<file path="src/rtl/gpio_port_pkg.sv">
package gpio_port_pkg;
  localparam int unsigned NUM_BANKS  = 8;
  localparam int unsigned REG_W      = 32;
  localparam int unsigned BANK_SPAN  = 16;
  localparam int unsigned OFS_W      = $clog2(BANK_SPAN);
  localparam int unsigned BANK_IDX_W = $clog2(NUM_BANKS);
  localparam int unsigned ADDR_W     = OFS_W + BANK_IDX_W + 1;
  localparam int unsigned PORT_W     = NUM_BANKS * REG_W;

  localparam logic [OFS_W-1:0] OFS_CFG = 4'h0;
  localparam logic [OFS_W-1:0] OFS_DAT = 4'h4;
  localparam logic [OFS_W-1:0] OFS_PU  = 4'h8;

  typedef enum logic [1:0] {REG_CFG, REG_DAT, REG_PU, REG_NONE} reg_kind_e;
  typedef enum logic [1:0] {MODE_IN = 2'd0, MODE_OUT = 2'd1, MODE_IRQ = 2'd2, MODE_RSV = 2'd3} pin_mode_e;

  function automatic int unsigned pin_count(input int unsigned b);
    case (b)
      0: return 23;
      1: return 11;
      2, 3, 4, 6: return 16;
      5: return 8;
      default: return 11;
    endcase
  endfunction

  function automatic logic [REG_W-1:0] cfg_reset(input int unsigned b);
    return (b == 0) ? 32'h07ff_ffff : '0;
  endfunction

  function automatic logic [REG_W-1:0] pu_reset(input int unsigned b);
    case (b)
      3: return 32'h0000_f000;
      6: return 32'h0000_f800;
      default: return '0;
    endcase
  endfunction
endpackage

</file>
<file path="src/rtl/gpio_port_dec.sv">
module gpio_port_dec
  import gpio_port_pkg::*;
(
  input  logic [ADDR_W-1:0]    addr_i,
  output logic [NUM_BANKS-1:0] bank_sel_o,
  output reg_kind_e            kind_o
);
  logic in_range;

  always_comb begin
    in_range = addr_i < ADDR_W'(NUM_BANKS * BANK_SPAN);
    unique case (addr_i[OFS_W-1:0])
      OFS_CFG: kind_o = REG_CFG;
      OFS_DAT: kind_o = REG_DAT;
      OFS_PU:  kind_o = REG_PU;
      default: kind_o = REG_NONE;
    endcase
    if (!in_range) kind_o = REG_NONE;
  end

  for (genvar b = 0; b < NUM_BANKS; b++) begin : g_sel
    assign bank_sel_o[b] = (kind_o != REG_NONE) &&
                           (addr_i[OFS_W +: BANK_IDX_W] == BANK_IDX_W'(b));
  end
endmodule

</file>
<file path="src/rtl/gpio_port_bank.sv">
module gpio_port_bank
  import gpio_port_pkg::*;
#(
  parameter int unsigned BANK_IDX = 0
) (
  input  logic             clk_i,
  input  logic             rst_ni,
  input  logic             wr_en_i,
  input  logic             sel_i,
  input  reg_kind_e        kind_i,
  input  logic [REG_W-1:0] wdata_i,
  input  logic [REG_W-1:0] pin_i,
  output logic [REG_W-1:0] cfg_o,
  output logic [REG_W-1:0] dat_o,
  output logic [REG_W-1:0] pu_o,
  output logic [REG_W-1:0] oe_o,
  output logic [REG_W-1:0] chg_o
);
  localparam int unsigned      PINS    = pin_count(BANK_IDX);
  localparam logic [REG_W-1:0] CFG_RST = cfg_reset(BANK_IDX);
  localparam logic [REG_W-1:0] PU_RST  = pu_reset(BANK_IDX);

  logic [REG_W-1:0] cfg_q, dat_q, pu_q, chg_q;
  logic [REG_W-1:0] is_in, is_out, dat_nxt, chg_nxt;
  logic             wr_cfg, wr_dat, wr_pu;

  // per-pin mode decode; bank 0 is one bit per pin, 0 = output, no input mode
  for (genvar i = 0; i < int'(REG_W); i++) begin : g_pin
    if (i >= int'(PINS)) begin : g_none
      assign is_in[i]  = 1'b0;
      assign is_out[i] = 1'b0;
    end else if (BANK_IDX == 0) begin : g_one
      assign is_in[i]  = 1'b0;
      assign is_out[i] = ~cfg_q[i];
    end else if (2 * i + 1 < int'(REG_W)) begin : g_two
      assign is_in[i]  = cfg_q[2*i+1:2*i] == 2'(MODE_IN);
      assign is_out[i] = cfg_q[2*i+1:2*i] == 2'(MODE_OUT);
    end else begin : g_far
      assign is_in[i]  = 1'b0;
      assign is_out[i] = 1'b0;
    end
  end

  assign wr_cfg = wr_en_i && sel_i && kind_i == REG_CFG;
  assign wr_dat = wr_en_i && sel_i && kind_i == REG_DAT;
  assign wr_pu  = wr_en_i && sel_i && kind_i == REG_PU;

  always_comb begin
    dat_nxt = wr_dat ? wdata_i : dat_q;
    dat_nxt = (dat_nxt & ~is_in) | (pin_i & is_in);
    chg_nxt = wr_dat ? ((dat_q ^ wdata_i) & is_out) : '0;
  end

  always_ff @(posedge clk_i or negedge rst_ni) begin
    if (!rst_ni) begin
      cfg_q <= CFG_RST;
      dat_q <= '0;
      pu_q  <= PU_RST;
      chg_q <= '0;
    end else begin
      if (wr_cfg) cfg_q <= wdata_i;
      if (wr_pu)  pu_q  <= wdata_i;
      dat_q <= dat_nxt;
      chg_q <= chg_nxt;
    end
  end

  assign cfg_o = cfg_q;
  assign dat_o = dat_q;
  assign pu_o  = pu_q;
  assign oe_o  = is_out;
  assign chg_o = chg_q;

  AST_CHG_AFTER_WRITE: assert property (@(posedge clk_i) disable iff (!rst_ni)
    (|chg_q) |-> $past(wr_dat));
  AST_CHG_IS_REAL: assert property (@(posedge clk_i) disable iff (!rst_ni)
    $past(rst_ni) |-> ((chg_q & ~(dat_q ^ $past(dat_q))) == '0));
  AST_INPUT_TRACKS: assert property (@(posedge clk_i) disable iff (!rst_ni)
    $past(rst_ni) |-> (((dat_q ^ $past(pin_i)) & $past(is_in)) == '0));
  AST_PU_HOLDS: assert property (@(posedge clk_i) disable iff (!rst_ni)
    ($past(rst_ni) && !$past(wr_pu)) |-> $stable(pu_q));
endmodule

</file>
<file path="src/rtl/gpio_port_regs.sv">
module gpio_port_regs
  import gpio_port_pkg::*;
(
  input  logic              clk_i,
  input  logic              rst_ni,
  input  logic              wr_en_i,
  input  logic [7:0]        addr_i,
  input  logic [31:0]       wdata_i,
  output logic [31:0]       rdata_o,
  input  logic [255:0]      pin_i,
  output logic [255:0]      pin_o,
  output logic [255:0]      pin_oe_o,
  output logic [255:0]      chg_o
);
  logic [NUM_BANKS-1:0]             bank_sel;
  reg_kind_e                        kind;
  logic [NUM_BANKS-1:0][REG_W-1:0]  cfg_w, dat_w, pu_w;

  gpio_port_dec i_dec (
    .addr_i     (addr_i),
    .bank_sel_o (bank_sel),
    .kind_o     (kind)
  );

  for (genvar b = 0; b < NUM_BANKS; b++) begin : g_bank
    gpio_port_bank #(.BANK_IDX(b)) i_bank (
      .clk_i   (clk_i),
      .rst_ni  (rst_ni),
      .wr_en_i (wr_en_i),
      .sel_i   (bank_sel[b]),
      .kind_i  (kind),
      .wdata_i (wdata_i),
      .pin_i   (pin_i[b*REG_W +: REG_W]),
      .cfg_o   (cfg_w[b]),
      .dat_o   (dat_w[b]),
      .pu_o    (pu_w[b]),
      .oe_o    (pin_oe_o[b*REG_W +: REG_W]),
      .chg_o   (chg_o[b*REG_W +: REG_W])
    );
    assign pin_o[b*REG_W +: REG_W] = dat_w[b];
  end

  always_comb begin
    rdata_o = '0;
    for (int b = 0; b < NUM_BANKS; b++) begin
      if (bank_sel[b]) begin
        unique case (kind)
          REG_CFG: rdata_o = cfg_w[b];
          REG_DAT: rdata_o = dat_w[b];
          REG_PU:  rdata_o = pu_w[b];
          default: rdata_o = '0;
        endcase
      end
    end
  end

  AST_UNMAPPED_INERT: assert property (@(posedge clk_i) disable iff (!rst_ni)
    (wr_en_i && !(|bank_sel)) |=> ($stable(cfg_w) && $stable(pu_w)));
endmodule

</file>
<file path="config.mk">
export PLATFORM = sky130hd
export DESIGN_NAME = gpio_port_regs
export DESIGN_NICKNAME = d
export VERILOG_FILES = /design/src/rtl/gpio_port_pkg.sv /design/src/rtl/gpio_port_dec.sv /design/src/rtl/gpio_port_bank.sv /design/src/rtl/gpio_port_regs.sv
export SDC_FILE = /design/constraint.sdc
export NUM_CORES = 2
export LEC_CHECK = 0
export ABC_AREA = 0
export BUFFER_PORTS_ARGS = -buffer_cell sky130_fd_sc_hd__buf_2
export CORE_AREA = 2 2 428 430
export CTS_CLUSTER_DIAMETER = 200
export DETAILED_ROUTE_END_ITERATION = 12
export DIE_AREA = 0 0 430 432
export PLACE_DENSITY = 0.55
export SLEW_MARGIN = 15
export SYNTH_ARGS = -nofsm -noshare
export SYNTH_HDL_FRONTEND = slang
export SYNTH_HIERARCHICAL = 1
export SYNTH_SLANG_ARGS = --single-unit
</file>
<file path="constraint.sdc">
create_clock -name clk_i -period 3.5 [get_ports clk_i]
set_input_delay 0.35 -clock clk_i [delete_from_list [all_inputs] [get_ports clk_i]]
set_output_delay 0.35 -clock clk_i [all_outputs]
set_load 0.03 [all_outputs]
</file>
Word-level counts from Yosys, hierarchy flattened. Index checks and enable logic that the tools add are counted.

Register bits after elaboration: 1024. Bits in latches: 0. RAM bits: 0. ROM bits: 0. Input bits: 299. Output and inout bits: 800. Logic and storage cells: 376. Memories: 0.

Add/subtract/negate cells: 0. Multiply operators: 0. Divide/modulo/power cells: 0. Magnitude comparators: 1. Equal/unequal tests: 106. Shift-type cells: 0. Mux-type cells: 33. Bitwise operators: 67. Reductions and logical operators: 137.

Operators by type and width (number): $pmux W32 S3 (8); $mux W32 (23); $and A32 B16 Y32 (8); $xor A32 B32 Y32 (8); $and A32 B32 Y32 (7); $or A32 B32 Y32 (7); $eq A2 B1 Y1 const B (95); $logic_not A2 Y1 (95); $and A32 B11 Y32 (4); $not A16 Y32 (4); $and A32 B8 Y32 (2); $not A11 Y32 (2); $logic_and A1 B1 Y1 (40); $and A32 B23 Y32 (1); $not A8 Y32 (1); $not A1 Y1 (23); $eq A3 B3 Y1 const B (4); $lt A8 B8 Y1 const B (1); $eq A3 B2 Y1 const B (2); $pmux W2 S3 (1); $eq A4 B3 Y1 const B (1); $eq A4 B4 Y1 const B (1); $logic_not A4 Y1 (1); $eq A3 B1 Y1 const B (1); other kinds (4) (4).

Logic depth before layout (Yosys ltp).
Word-level depth: 13. Mapped depth: 10. Gate-level depth less buffers: 7.

By module. Netlist, hierarchy kept.

By module, submodules not included: gpio_port_bank at g_bank[2].i_bank ... (instances 2, cells an instance 368, area each 4793.3 sq um); gpio_port_bank at g_bank[1].i_bank ... (instances 2, cells an instance 337, area each 4589.4 sq um); gpio_port_regs (instances 1, cells an instance 971, area each 7315.8 sq um); gpio_port_bank at g_bank[0].i_bank (instances 1, cells an instance 319, area each 4921.0 sq um); gpio_port_bank at g_bank[6].i_bank (instances 1, cells an instance 368, area each 4799.6 sq um); gpio_port_bank at g_bank[3].i_bank (instances 1, cells an instance 368, area each 4798.4 sq um); gpio_port_bank at g_bank[5].i_bank (instances 1, cells an instance 319, area each 4439.3 sq um); gpio_port_dec (instances 1, cells an instance 15, area each 103.8 sq um).

Worst setup path before layout. No wires, ideal clock.

Kind: in2out. Start: input port addr_i[1]. End: output port rdata_o[12]. Data arrival time: 3.144 ns. Data required time: 3.150 ns. Slack: 0.006 ns. Stages on the path: 8. Buffers on the path: 2. Path through: or4_2 > buf_4 > nand2b_1 > nor2_1 > buf_2 > a222oi_1 > o221a_1 > a221oi_2.

Cells in the longest elaborated chain, start to end: 13. Elaborated cells between the ends (all ways): 34.

RTL lines: start: declaration (line gpio_port_regs.sv:7) `input logic [7:0] addr_i,`; branches (longest 2 deep; another with $lt A8 B8 Y1); $mux W2 * (line gpio_port_dec.sv:18) `if (!in_range) kind_o = REG_NONE;`; $eq A2 B2 Y1 (tied with other cells) (line gpio_port_regs.sv:47) `unique case (kind)`; $pmux W32 S3 / $logic_and A1 B1 Y1 (equally long branches) (line gpio_port_regs.sv:47, gpio_port_dec.sv:22); $mux W32 (7 in series) (line gpio_port_regs.sv:46) `if (bank_sel[b]) begin`; $mux W32 * (line gpio_port_regs.sv:46); end: declaration (line gpio_port_regs.sv:9) `output logic [31:0] rdata_o,`.

Mark *: on every way between the ends.

Worst setup path in the final report.
Start: input port addr_i[1]. End: output port rdata_o[11].

Elaborated cells between the ends (all ways): 34.

RTL lines: branches (longest 2 deep; another with $lt A8 B8 Y1); $mux W2 * (line gpio_port_dec.sv:18); $ne A2 B2 Y1 * (line gpio_port_dec.sv:22) `assign bank_sel_o[b] = (kind_o != REG_NONE) &&`; $logic_and A1 B1 Y1 * (line gpio_port_dec.sv:22); via bank_sel[3] (line gpio_port_regs.sv:15) `logic [NUM_BANKS-1:0] bank_sel;`; $mux W32 * (5 in series) (line gpio_port_regs.sv:46).

Mark *: on every way through the listed nets, which the timed path passes.

==> flow_summary.yaml <==
logic_synthesis:
  ys_ff_latch: 885
  syn_inst: 3770
  synth_edf_count: 0
  yosysMostFrequentCell: "dfrtp_1"
  synth.distinct_cells: 53
  synth_largest_area_cell: "dfrtp_1"
  yosys_most_used_dff: "dfrtp_1"
  synth.yosys.seq_area_share_pct: 49.2
  synth_top_area_share_pct: 47.1
  synth_area_leaders: "dfrtp_1, mux2_2, mux2i_1"
  synth_top_cells_by_count: "dfrtp_1, mux2_2, buf_4"
  async_reset_ff_share_pct: 100
  avgSynthCellArea_um2: 12.0
  netlist_area_um2: 45100
  yosysWarnings: 6
setup_path:
  rrSetupSlack_ps: 2080
  crit_required_ps: 3150
  worstReg2RegStart: "g_bank[1].i_bank/cfg_o[21]$_DFFE_PN0P_"
  start_kind: "input pin"
  r2r-end: "g_bank[1].i_bank/chg_o[10]$_DFF_PN0_"
  r2r_cells: 3
  crit_type: "in -> out"
  worstSetupEndpointType: "output port"
  crit_fanout: 6
  cp-startpoint: "addr_i[1]"
  arrival_ps: 3220
placement:
  dp_hpwl_mm: 145
  placed_area_um2: 51800
  numPortBuffers: 658
  globalplace.congestion: 0.858
detailed_routing:
  drt-total-wl_mm: 194
  wire_per_inst_um: 27.1
  route.detailed.drc: 0
  drt_first_pass_iters: 7
  drt_iter0_markers: 2357
  vias_per_cell: 4.70
  drtAntennaViolNets: 0
  num_vias: 33600
power:
  ir_drop_uv: 383
  power.static_leakage_nw: 29.9
  totalPowerFinal_w: 0.0247
  cellPowerDensity_nw_per_um2: 426
timing:
  fin_tns_setup_ps: -341
  relSlewSlack_pct: 23.8
  hold_ws_ps: 106
  worstMarginPinSlew_ps: 1140
  fmax_mhz: 280
  fin_crit_sh_pct: 102
  setup_slack_ps: -74.2
  hold_viol: 0
  setup_viol: 10
  drv_slew: 0
  period_needed_ps: 3570
  skew_ps: 34.3
  rsz0062_at_grt: "true"
status:
  violations: "negative setup slack"
  status: "complete, but fails checks"
global_route:
  antenna_found_initial: 27
  grt_max_degree: 131
  grt_first_pass_wirelength_mm: 265
  overflow: 0
  grt_usage_pct: 20.1
  grt_pass1_vias: 33400
cells_and_area:
  regArea_um2: 22200
  multi_input_area_um2: 21300
  fillers: 18500
  area_growth_pct: 28.3
  final_cell_area_um2: 57900
  layout-drive-gt1-share_pct: 41.5
  fin_nets: 4978
clock_tree:
  cts_made_buffers: 106
  cts.clk_slew.worst_paths_ps: 60
  worstSkewPairLatency_ps: 760
  clockBufferDepth: 3
  cts_tree: "yes"
  clock-sinks: 885
  cts-htree-levels: 3
  clock-root-buffer: "clkbuf_16"
floorplanning:
  io_pins: 1099
  die_w_um: 430
  dieArea_um2: 186000
  row_count: 157
  die_h_um: 432
  initial_utilization_pct: 24.8
  core_um2: 182000
hold_path:
  hold_class: "in -> async"
flow_run:
  drv_cap: 0
-- critical path, stage by stage --
cell       delay (ps)
buf_6             100
or4b_4            580
buf_6             150
nor3_4            150
buf_6             140
nor4bb_4           40
buf_12            160
buf_16            160
buf_6             140
o2bb2ai_2         120
a211oi_2          420
o221a_1           330
buf_12            130
a221oi_2           40
buf_4             180
-- kinds of logic (layout without fill, tap and decap cells) --
| family | count (synthesis) | count (layout) | synth area share, % |
|---|---|---|---|
| other | 8 | 287 | 0.0665 |
| xor gates and xnor gates | 117 | 117 | 2.27 |
| buffers and inverters | 545 | 1268 | 7.99 |
| AOI/OAI and AO/OA | 481 | 481 | 8.06 |
| and+or+nand+nor | 710 | 711 | 7.49 |
| muxes | 1024 | 1024 | 25.0 |
| DFF | 885 | 885 | 49.2 |
-- final cells by class --
class / count / area share [%]
diodes: 9 / 0.0389
clock buffers: 154 / 5.43
clock inverters: 39 / 1.10
inverters: 55 / 0.357
multi-input cells: 2611 / 36.8
flip-flops and latches: 885 / 38.3
well taps: 2385 / 5.15
repair buffers: 1020 / 12.8
-- report_power, final --
group / internal [W] / switching [W]
Combinational: 0.000527 / 0.00154
Sequential: 0.0103 / 0.000172
Clock: 0.00732 / 0.00475
-- through the flow --
step	setup slack, ps	cells	util (%)
3_3_place_gp	-365	6848	28.5
3_5_place_dp	-357	6848	28.5
6_report	-74.2	7158	31.9
5_1_grt	-81.2	7151	31.9
2_1_floorplan	6.49	4040	-
4_1_cts	-72.9	7149	31.6
-- placed cells by master (no fill, tap or decap), types with 95 or more instances in the layout --
master and n:
nor2_1 252, conb_1 278, o21ai_0 109, mux2i_1 317, clkbuf_16 111, dfrtp_1 849
buf_2 624, a21oi_1 96, buf_4 191, dlygate4sd3_1 95, nand2_1 261, mux2_2 656
-- per-layer routing --
layer  up-vias  global-route usage, %  wire length [um]  part of all wire (%)
met5         -                      0                80                 0.041
li1      14700                      -                 -                     -
met4        14                   9.09             10000                   5.2
met1     17400                   24.9             79700                    41
met2      1230                   33.3             92200                    47
met3       295                   4.54             12000                   6.2
-- worst max-delay path by stage --
stage                  end  slack, ps
3_5_place_dp   rdata_o[16]       -360
5_1_grt        rdata_o[11]        -80
6_report       rdata_o[11]        -70
2_1_floorplan  rdata_o[12]          6
3_3_place_gp    rdata_o[9]       -360
4_1_cts        rdata_o[13]        -70
-- what timing repair did --
item                                    in CTS  in global routing
endpoints found under the hold margin      204                  0
pin swaps                                   19                 30
gates resized for setup                    156                 61
hold buffers                                95                  0
gates cloned                                 2                  4
setup buffers                               11                  4
endpoints found under the setup margin      32                 32
No activity file was read; power rests on OpenSTA's default activity.
